## config.mk

```make
export PLATFORM = sky130hd
export DESIGN_NAME = abr_detect
export DESIGN_NICKNAME = d
export VERILOG_FILES = /design/src/rtl/abr_pkg.sv /design/src/rtl/abr_edge.sv /design/src/rtl/abr_timer.sv /design/src/rtl/abr_ctrl.sv /design/src/rtl/abr_detect.sv
export SDC_FILE = /design/constraint.sdc
export NUM_CORES = 1
export LEC_CHECK = 0
export ABC_AREA = 1
export BUFFER_PORTS_ARGS = -buffer_cell sky130_fd_sc_hd__buf_2
export CAP_MARGIN = 15
export CORE_ASPECT_RATIO = 1.25
export CORE_MARGIN = 2
export CORE_UTILIZATION = 45
export DETAILED_ROUTE_END_ITERATION = 6
export PLACE_DENSITY = 0.67
export SLEW_MARGIN = 0
export SYNTH_ARGS = -nofsm -noshare
export SYNTH_HDL_FRONTEND = slang
export SYNTH_HIERARCHICAL = 1
export SYNTH_SLANG_ARGS = --single-unit
export TNS_END_PERCENT = 100
```

## constraint.sdc

```tcl
create_clock -name clk_i -period 4.3 [get_ports clk_i]
set_clock_uncertainty 0.1 [all_clocks]
set_input_delay 0 -clock clk_i [delete_from_list [all_inputs] [get_ports clk_i]]
set_output_delay 0 -clock clk_i [all_outputs]
set_load 0.05 [all_outputs]
```

## src/rtl/abr_pkg.sv

```systemverilog
package abr_pkg;
  typedef enum logic [1:0] {ST_IDLE, ST_WAIT, ST_TIME} abr_state_e;
endpackage

```

## src/rtl/abr_edge.sv

```systemverilog
module abr_edge (
  input  logic clk_i,
  input  logic rst_ni,
  input  logic rx_i,
  output logic fall_o
);
  logic rx_q;
  always_ff @(posedge clk_i or negedge rst_ni)
    if (!rst_ni) rx_q <= 1'b1;
    else         rx_q <= rx_i;
  assign fall_o = rx_q & ~rx_i;
endmodule

```

## src/rtl/abr_timer.sv

```systemverilog
module abr_timer #(
  parameter int CNT_W = 10
) (
  input  logic           clk_i,
  input  logic           rst_ni,
  input  logic           run_i,
  input  logic           restart_i,
  input  logic           tick_i,
  output logic [CNT_W:0] meas_o,
  output logic           ovf_o
);
  localparam logic [CNT_W-1:0] CNT_MAX = '1;
  logic [CNT_W-1:0] cnt_q;
  logic             ovf_q;
  logic             wrap;

  assign wrap   = (cnt_q == CNT_MAX) & tick_i;
  assign meas_o = {1'b0, cnt_q} + {{CNT_W{1'b0}}, tick_i};
  assign ovf_o  = ovf_q | wrap;

  always_ff @(posedge clk_i or negedge rst_ni) begin
    if (!rst_ni) begin
      cnt_q <= '0;
      ovf_q <= 1'b0;
    end else if (restart_i) begin
      cnt_q <= '0;
      ovf_q <= 1'b0;
    end else if (run_i) begin
      if (wrap) ovf_q <= 1'b1;
      else      cnt_q <= meas_o[CNT_W-1:0];
    end
  end
endmodule

```

## src/rtl/abr_ctrl.sv

```systemverilog
module abr_ctrl
  import abr_pkg::*;
#(
  parameter int ITV_W  = 9,
  parameter int DIV_W  = 10,
  parameter int N_FALL = 4,
  localparam int CNT_W = ITV_W + 1,
  localparam int N_W   = $clog2(N_FALL)
) (
  input  logic             clk_i,
  input  logic             rst_ni,
  input  logic             arm_i,
  input  logic             fall_i,
  input  logic [CNT_W:0]   meas_i,
  input  logic             ovf_i,
  input  logic             clr_done_i,
  input  logic             clr_err_i,
  input  logic             clr_itv_i,
  input  logic [DIV_W-1:0] div_i,
  output logic             run_o,
  output logic             restart_o,
  output logic             enable_o,
  output logic             done_o,
  output logic             err_o,
  output logic [ITV_W-1:0] itv_o,
  output logic [DIV_W-1:0] div_o,
  output logic             div_we_o
);
  localparam logic [N_W-1:0] LAST_SPAN = N_W'(N_FALL - 2);

  abr_state_e       state_q;
  logic [N_W-1:0]   span_q;
  logic [ITV_W-1:0] rev_q;
  logic             we_q;
  logic             span_evt;
  logic [ITV_W-1:0] half;

  assign half      = meas_i[ITV_W:1];
  assign span_evt  = (state_q == ST_TIME) & fall_i & ~arm_i;
  assign run_o     = (state_q == ST_TIME);
  assign restart_o = arm_i | (fall_i & (state_q != ST_IDLE));
  assign enable_o  = (state_q != ST_IDLE);
  assign div_we_o  = we_q;
  assign div_o     = we_q ? DIV_W'(rev_q) : div_i;

  always_ff @(posedge clk_i or negedge rst_ni) begin
    if (!rst_ni) begin
      state_q <= ST_IDLE;
      span_q  <= '0;
      rev_q   <= '0;
      we_q    <= 1'b0;
    end else begin
      we_q <= 1'b0;
      if (arm_i) begin
        state_q <= ST_WAIT;
        span_q  <= '0;
      end else begin
        unique case (state_q)
          ST_WAIT: if (fall_i) state_q <= ST_TIME;
          ST_TIME: if (fall_i) begin
            if (ovf_i) state_q <= ST_IDLE;
            else if (span_q == LAST_SPAN) begin
              state_q <= ST_IDLE;
              we_q    <= 1'b1;
              rev_q   <= half;
            end else span_q <= span_q + 1'b1;
          end
          default: ;
        endcase
      end
    end
  end

  always_ff @(posedge clk_i or negedge rst_ni) begin
    if (!rst_ni) begin
      done_o <= 1'b0;
      err_o  <= 1'b0;
      itv_o  <= '0;
    end else begin
      if (span_evt)        done_o <= 1'b1;
      else if (clr_done_i) done_o <= 1'b0;

      if (span_evt & ovf_i)             err_o <= 1'b1;
      else if (clr_done_i | clr_err_i)  err_o <= 1'b0;

      if (span_evt)       itv_o <= ovf_i ? '1 : half;
      else if (clr_itv_i) itv_o <= '0;
    end
  end
endmodule

```

## src/rtl/abr_detect.sv

```systemverilog
module abr_detect #(
  parameter int ITV_W  = 9,
  parameter int DIV_W  = 10,
  parameter int N_FALL = 4,
  localparam int CNT_W = ITV_W + 1
) (
  input  logic             clk_i,
  input  logic             rst_ni,
  input  logic             rx_i,
  input  logic             tick_i,
  input  logic             arm_i,
  input  logic             clr_done_i,
  input  logic             clr_err_i,
  input  logic             clr_itv_i,
  input  logic [DIV_W-1:0] div_i,
  output logic             enable_o,
  output logic             done_o,
  output logic             err_o,
  output logic [ITV_W-1:0] itv_o,
  output logic [DIV_W-1:0] div_o,
  output logic             div_we_o
);
  logic           fall, run, restart, ovf;
  logic [CNT_W:0] meas;

  abr_edge i_edge (.clk_i, .rst_ni, .rx_i, .fall_o(fall));

  abr_timer #(.CNT_W(CNT_W)) i_timer (
    .clk_i, .rst_ni, .run_i(run), .restart_i(restart), .tick_i,
    .meas_o(meas), .ovf_o(ovf)
  );

  abr_ctrl #(.ITV_W(ITV_W), .DIV_W(DIV_W), .N_FALL(N_FALL)) i_ctrl (
    .clk_i, .rst_ni, .arm_i, .fall_i(fall), .meas_i(meas), .ovf_i(ovf),
    .clr_done_i, .clr_err_i, .clr_itv_i, .div_i,
    .run_o(run), .restart_o(restart), .enable_o, .done_o, .err_o,
    .itv_o, .div_o, .div_we_o
  );
endmodule

```

==> results.ini, run 1 <==
[critical_path]
arrival_ns=2.16
crit_path_start_kind=register
path_max_fanout=13
cp-end-kind=register
required_ns=4.42
critPathKind=reg -> reg

[yosys]
synth.net_count=270
synthCells=248
syn_area_um2=2030
yosys_warnings=6
syn_avg_cell_area_um2=8.20

[sta]
maxSlewHeadroom=0.458
max_freq_mhz=492
hold_viol_final=0
tightest_slew_ns=0.813
maxSlewViolCount=0
grt_setup_unrepaired=no
final.period_utilization=0.473
whs_ns=0.0400
finalSetupTns_ns=0
setup_viol=0
min_period_ns=2.03

[die]
core_area_um2=4390
die_width_um=64.1
io_pins=41
start_util=0.463
die-area_um2=5080
die_h_um=79.2
placementRows=27

[global_route]
grt-ovfl-total=0
grt_pass1_wl_mm=7.31
antenna_found_initial=0
grt_pass1_vias=1642
grt_util_all_layers=0.183
grt_max_degree=38

[clock_network]
cts_buffers=5
clk_pin_slew_worst_paths_ns=0.07
cts_root_buf=clkbuf_8
h-tree-depth=2
cts_tree=yes
clock_latency_ns=0.29
clkSinkCount=37
post_cts_resized=0
max-clock-path-buffers=2
post-cts-setup-buffer-count=0

[final_layout]
layout.nets=316
area_growth_pct=20.0
antenna-diode-count=0
final_cell_mix=nand2_1 (92), buf_2 (40), dfrtp_1 (36), nand3_1 (22), inv_1 (15)
fillers=437
layout_commonest_cell=nand2_1
drive_gt1_frac=0.278
fin_util=0.556

[route]
ant_nets=0
routedWlPerCell_um=12.0
drc=0
drt_iter0_drc=106
drt_wl_total_mm=4.24
dr_total_vias=1731
via_per_inst=4.90
dr.pass1.iters=4

[run]
drv_cap=0

[pwr]
p_total_mw=0.765
vdd_drop_max_mv=0.174
total_leakage_power_nw=1.38
power_density_nw_per_um2=314

[run_status]
status=complete, no violations

[placed_design]
place_congestion=0.814
hpwl_mm=3.09
portBuffers=40

[hold_path]
hp-class=in -> reg

sequential cells by signal, indices dropped and copies added (netlist names):
signal           count
i_ctrl/div_we_o      1
i_ctrl/done_o        1
i_ctrl/err_o         1
i_ctrl/itv_o         9
i_ctrl/rev_q         9
i_ctrl/span_q        2
i_ctrl/state_q       2
i_edge/rx_q          1
i_timer/cnt_q       10
i_timer/ovf_q        1
final timing paths:
path                                       start          endpoint  slack (ns)  cells after the start
worst min-delay path                   clr_itv_i   i_ctrl/itv_o[6]        0.04                      4
worst max-delay path            i_timer/cnt_q[5]      i_ctrl/err_o        2.27                      7
worst max register to register  i_timer/cnt_q[5]      i_ctrl/err_o        2.27                      7
min in group asynchronous                 rst_ni  i_timer/cnt_q[1]        0.23                      2
max in group asynchronous                 rst_ni   i_ctrl/itv_o[6]        3.34                      2
worst min register to register   i_ctrl/rev_q[4]   i_ctrl/rev_q[4]        0.37                      2
stage by stage:
step	worst slack (ns)	cell area [um^2]	cells
6_report	2.27	2440	353
5_1_grt	2.08	2440	353
4_1_cts	2.27	2440	353
3_5_place_dp	2.30	2250	338
3_3_place_gp	2.31	2250	338
2_1_floorplan	2.60	2030	248
per-layer routing:
metal / vias up / wire length (um) / track usage
li1: 887 / - / -
met1: 795 / 1890 / 0.222
met2: 39 / 2060 / 0.316
met3: 10 / 169 / 0.0340
met4: 0 / 113 / 0.0809
met5: - / 0 / 0
final cells by class:
class	count	area [um^2]	share of cell area
Tap cell	58	72.6	0.0297
Inverter	19	71.3	0.0292
Timing Repair Buffer	47	270	0.111
Multi-Input combinational cell	184	982	0.403
Sequential cell	37	927	0.380
Clock buffer	7	86.3	0.0354
Clock inverter	1	30.0	0.0123
power breakdown:
part / total, mW / internal [mW] / leakage, nW / switching, mW
Sequential: 0.362 / 0.356 / 0.507 / 0.00631
Clock: 0.309 / 0.189 / 0.0585 / 0.120
Combinational: 0.0948 / 0.0294 / 0.810 / 0.0655
Total: 0.765 / 0.574 / 1.38 / 0.191
worst max-delay path: stages, from the launching register on:
cell and delay (ns):
dfrtp_1 0.43, nand2_1 0.13, nor2_2 0.13, nand3_2 0.09, nand2_1 0.30, inv_1 0.10, o22ai_2 0.12, dlygate4sd3_1 0.57
timing repair:
item / CTS / global route
endpoints found under the hold margin: 43 / 0
endpoints found under the setup margin: 0 / 0
hold buffers: 7 / 0
No activity file was read; power rests on OpenSTA's default activity.
==> run 2, diff against run 1 <==
Clock period 4.3 ns to 2.1 ns, I/O delays scaled along.
==> run 2 against run 1 <==
Effect of this change: global-route usage shrank 0.40 points; combinational power grew 100%; worst setup slack lost 2.1 ns; fmax grew 5.1%; final cell count grew 0.57%; design area grew 1.4%; die area is the same; hold slack lost 0.014 ns; sequential share of layout area shrank 0.54 points; flip-flop and latch count is the same; routed wire length grew 1.8%; clock-buffer cell count shrank 2; critical path type unchanged; largest cell class unchanged; largest power group unchanged; highest routed layer unchanged.
==> results.ini, run 2 (synthesis gave the netlist of run 1 again) <==
[die]
io_pins=41  ; unchanged
start_util=0.463  ; unchanged
die_h_um=79.2  ; unchanged
core_area_um2=4390  ; unchanged
die_width_um=64.1  ; unchanged
placementRows=27  ; unchanged
die-area_um2=5080  ; unchanged

[critical_path]
worstReg2RegStart=i_edge/rx_q
path_max_fanout=12  ; -1
worst-path-buf-inv=2  ; unchanged
critPathKind=reg -> reg
crit_chain=inv_1, nor2_2, nand3_2, o22ai_2, dlygate4sd3_1
critPathTopFamily=buffers and inverters
critical_path.slowest_cell=dlygate4sd3_1
worstReg2RegEnd=i_ctrl/err_o
arrival_ns=2.07  ; -0.09 ns
cp-end-kind=register
timing.reg2reg.setup_slack_ns=0.16  ; -2.10 ns
required_ns=2.23  ; -2.19 ns
reg2reg_depth=5  ; -2
crit_path_start_kind=register
max_stage_delay_ns=0.56  ; about the same

[route]
ant_nets=0  ; unchanged
dr_total_vias=1699  ; -1.8%
via_per_inst=4.79  ; -2.4%
drt_iter0_drc=96  ; -9.4%
drc=0  ; unchanged
dr.pass1.iters=4  ; unchanged
drt_wl_total_mm=4.32  ; +1.8%
routedWlPerCell_um=12.2  ; +1.2%

[sta]
grt_setup_unrepaired=no
min_period_ns=1.94  ; -0.0979 ns
hold_viol_final=0  ; unchanged
setup_ws_ns=0.164  ; -2.10 ns
max_freq_mhz=517  ; +5.1%
final.period_utilization=0.922  ; +0.449
maxSlewViolCount=0  ; unchanged
maxSlewHeadroom=0.454  ; -0.00405
finalSetupTns_ns=0  ; unchanged
tightest_slew_ns=0.819  ; +0.00608 ns
setup_viol=0  ; unchanged

[placed_design]
portBuffers=40  ; unchanged
placedCellCount=340  ; +0.59%
place_congestion=0.876  ; +7.6%
hpwl_mm=3.10  ; +0.37%
pre_cts_ws_ns=0.238  ; -2.07 ns
placed_area_um2=2270  ; +0.67%

[clock_network]
clk_pin_slew_worst_paths_ns=0.07  ; about the same
max-clock-path-buffers=2  ; unchanged
h-tree-depth=2  ; unchanged
clock_latency_ns=0.29  ; about the same
cts_root_buf=clkbuf_8
clkSinkCount=37  ; unchanged
cts_tree=yes
cts_buffers=5  ; unchanged
post-cts-setup-buffer-count=0  ; unchanged

[global_route]
grt_max_degree=38  ; unchanged
grt_util_all_layers=0.179  ; -0.00397
grt_pass1_wl_mm=6.97  ; -4.6%
grt_pass1_vias=1559  ; -5.1%
grt-ovfl-total=0  ; unchanged
antenna_found_initial=0  ; unchanged

[final_layout]
largest-register=i_timer/cnt_q
drive_gt1_frac=0.290  ; +0.0116
postLayoutCellArea_um2=2470  ; +1.4%
layout.nets=318  ; +0.63%
antenna-diode-count=0  ; unchanged
final_cell_count_no_fill=355  ; +0.57%
final_cell_mix=nand2_1 (91), buf_2 (40), dfrtp_1 (36), nand3_1 (22), inv_1 (15)
largest_reg_flops=10  ; unchanged
layout_commonest_cell=nand2_1
fin_util=0.564  ; +0.00798
reg_top3=i_timer/cnt_q: 10 flops, i_ctrl/itv_o: 9 flops, i_ctrl/rev_q: 9 flops
area_growth_pct=21.7

[pwr]
power_density_nw_per_um2=671  ; +110%
vdd_drop_max_mv=0.329  ; +89%
total_leakage_power_nw=1.40  ; +1.4%

[hold_path]
min_from=clr_itv_i
holdPathStages=4  ; unchanged
min_to=i_ctrl/itv_o[6]
hp-class=in -> reg

[run_status]
status=complete, no violations

[run]
drv_cap=0  ; unchanged

==> run 2: cell count changes in the layout (fill, tap and decap cells not counted) <==
cell	previous run	this run
nand2_1	92	91
clkinv_2	0	1
buf_4	0	2
nand2_2	1	2
bufinv_16	1	2
clkbuf_1	1	0
clkbuf_8	6	5
==> run 2: per-stage QoR <==
stage | hold WS, ns | power, mW
final | 0.0259 | 1.66
after CTS | 0.0227 | 1.69
after global routing | 0.0730 | 1.74
after floorplan | -0.396 | 0.884
after detailed placement | 0.0232 | 0.941
after global placement | 0.0234 | 0.937
==> run 2: layout make-up <==
type | instances | area (um^2)
Fill cell | 429 | 1920
Multi-Input combinational cell | 184 | 985
Sequential cell | 37 | 927
Timing Repair Buffer | 49 | 285
Tap cell | 58 | 72.6
Inverter | 19 | 71.3
Clock buffer | 5 | 68.8
Clock inverter | 3 | 65.1
==> run 2: repair_timing <==
action | 4_1_cts | 5_1_grt
setup endpoints to repair | 0 | 1
hold endpoints to repair | 44 | 0
gates resized for setup | 0 | 1
hold buffers | 7 | 0
==> run 2: worst max-delay path by stage <==
stage,start,end,slack (ns),cells after the start
after floorplan,i_timer/cnt_q[0],i_ctrl/itv_o[5],0.40,8
after CTS,i_timer/cnt_q[4],i_ctrl/err_o,0.12,7
final,i_edge/rx_q,i_ctrl/err_o,0.16,5
after detailed placement,i_timer/cnt_q[0],i_ctrl/itv_o[5],0.24,8
after global placement,i_timer/cnt_q[0],i_ctrl/itv_o[5],0.26,8
after global routing,i_edge/rx_q,i_ctrl/err_o,0.05,5
==> run 2: layer usage <==
layer  wire, um  track usage
met5          0            0
met3        135       0.0340
met4         76       0.0809
met1       1940        0.211
met2       2160        0.315
==> run 2: worst reg2reg max path, delay by kind of cell (launching register included) <==
family                 cells  cell delay [ns]
buffers and inverters      2             0.60
DFF                        1             0.52
and+or+nand+nor            2             0.50
AOI/OAI and AO/OA          1             0.17
==> run 2: power by group <==
group	internal, mW	switching, mW	total, mW
Combinational	0.0609	0.134	0.194
Clock	0.472	0.255	0.727
Sequential	0.728	0.0120	0.740
Total	1.26	0.401	1.66
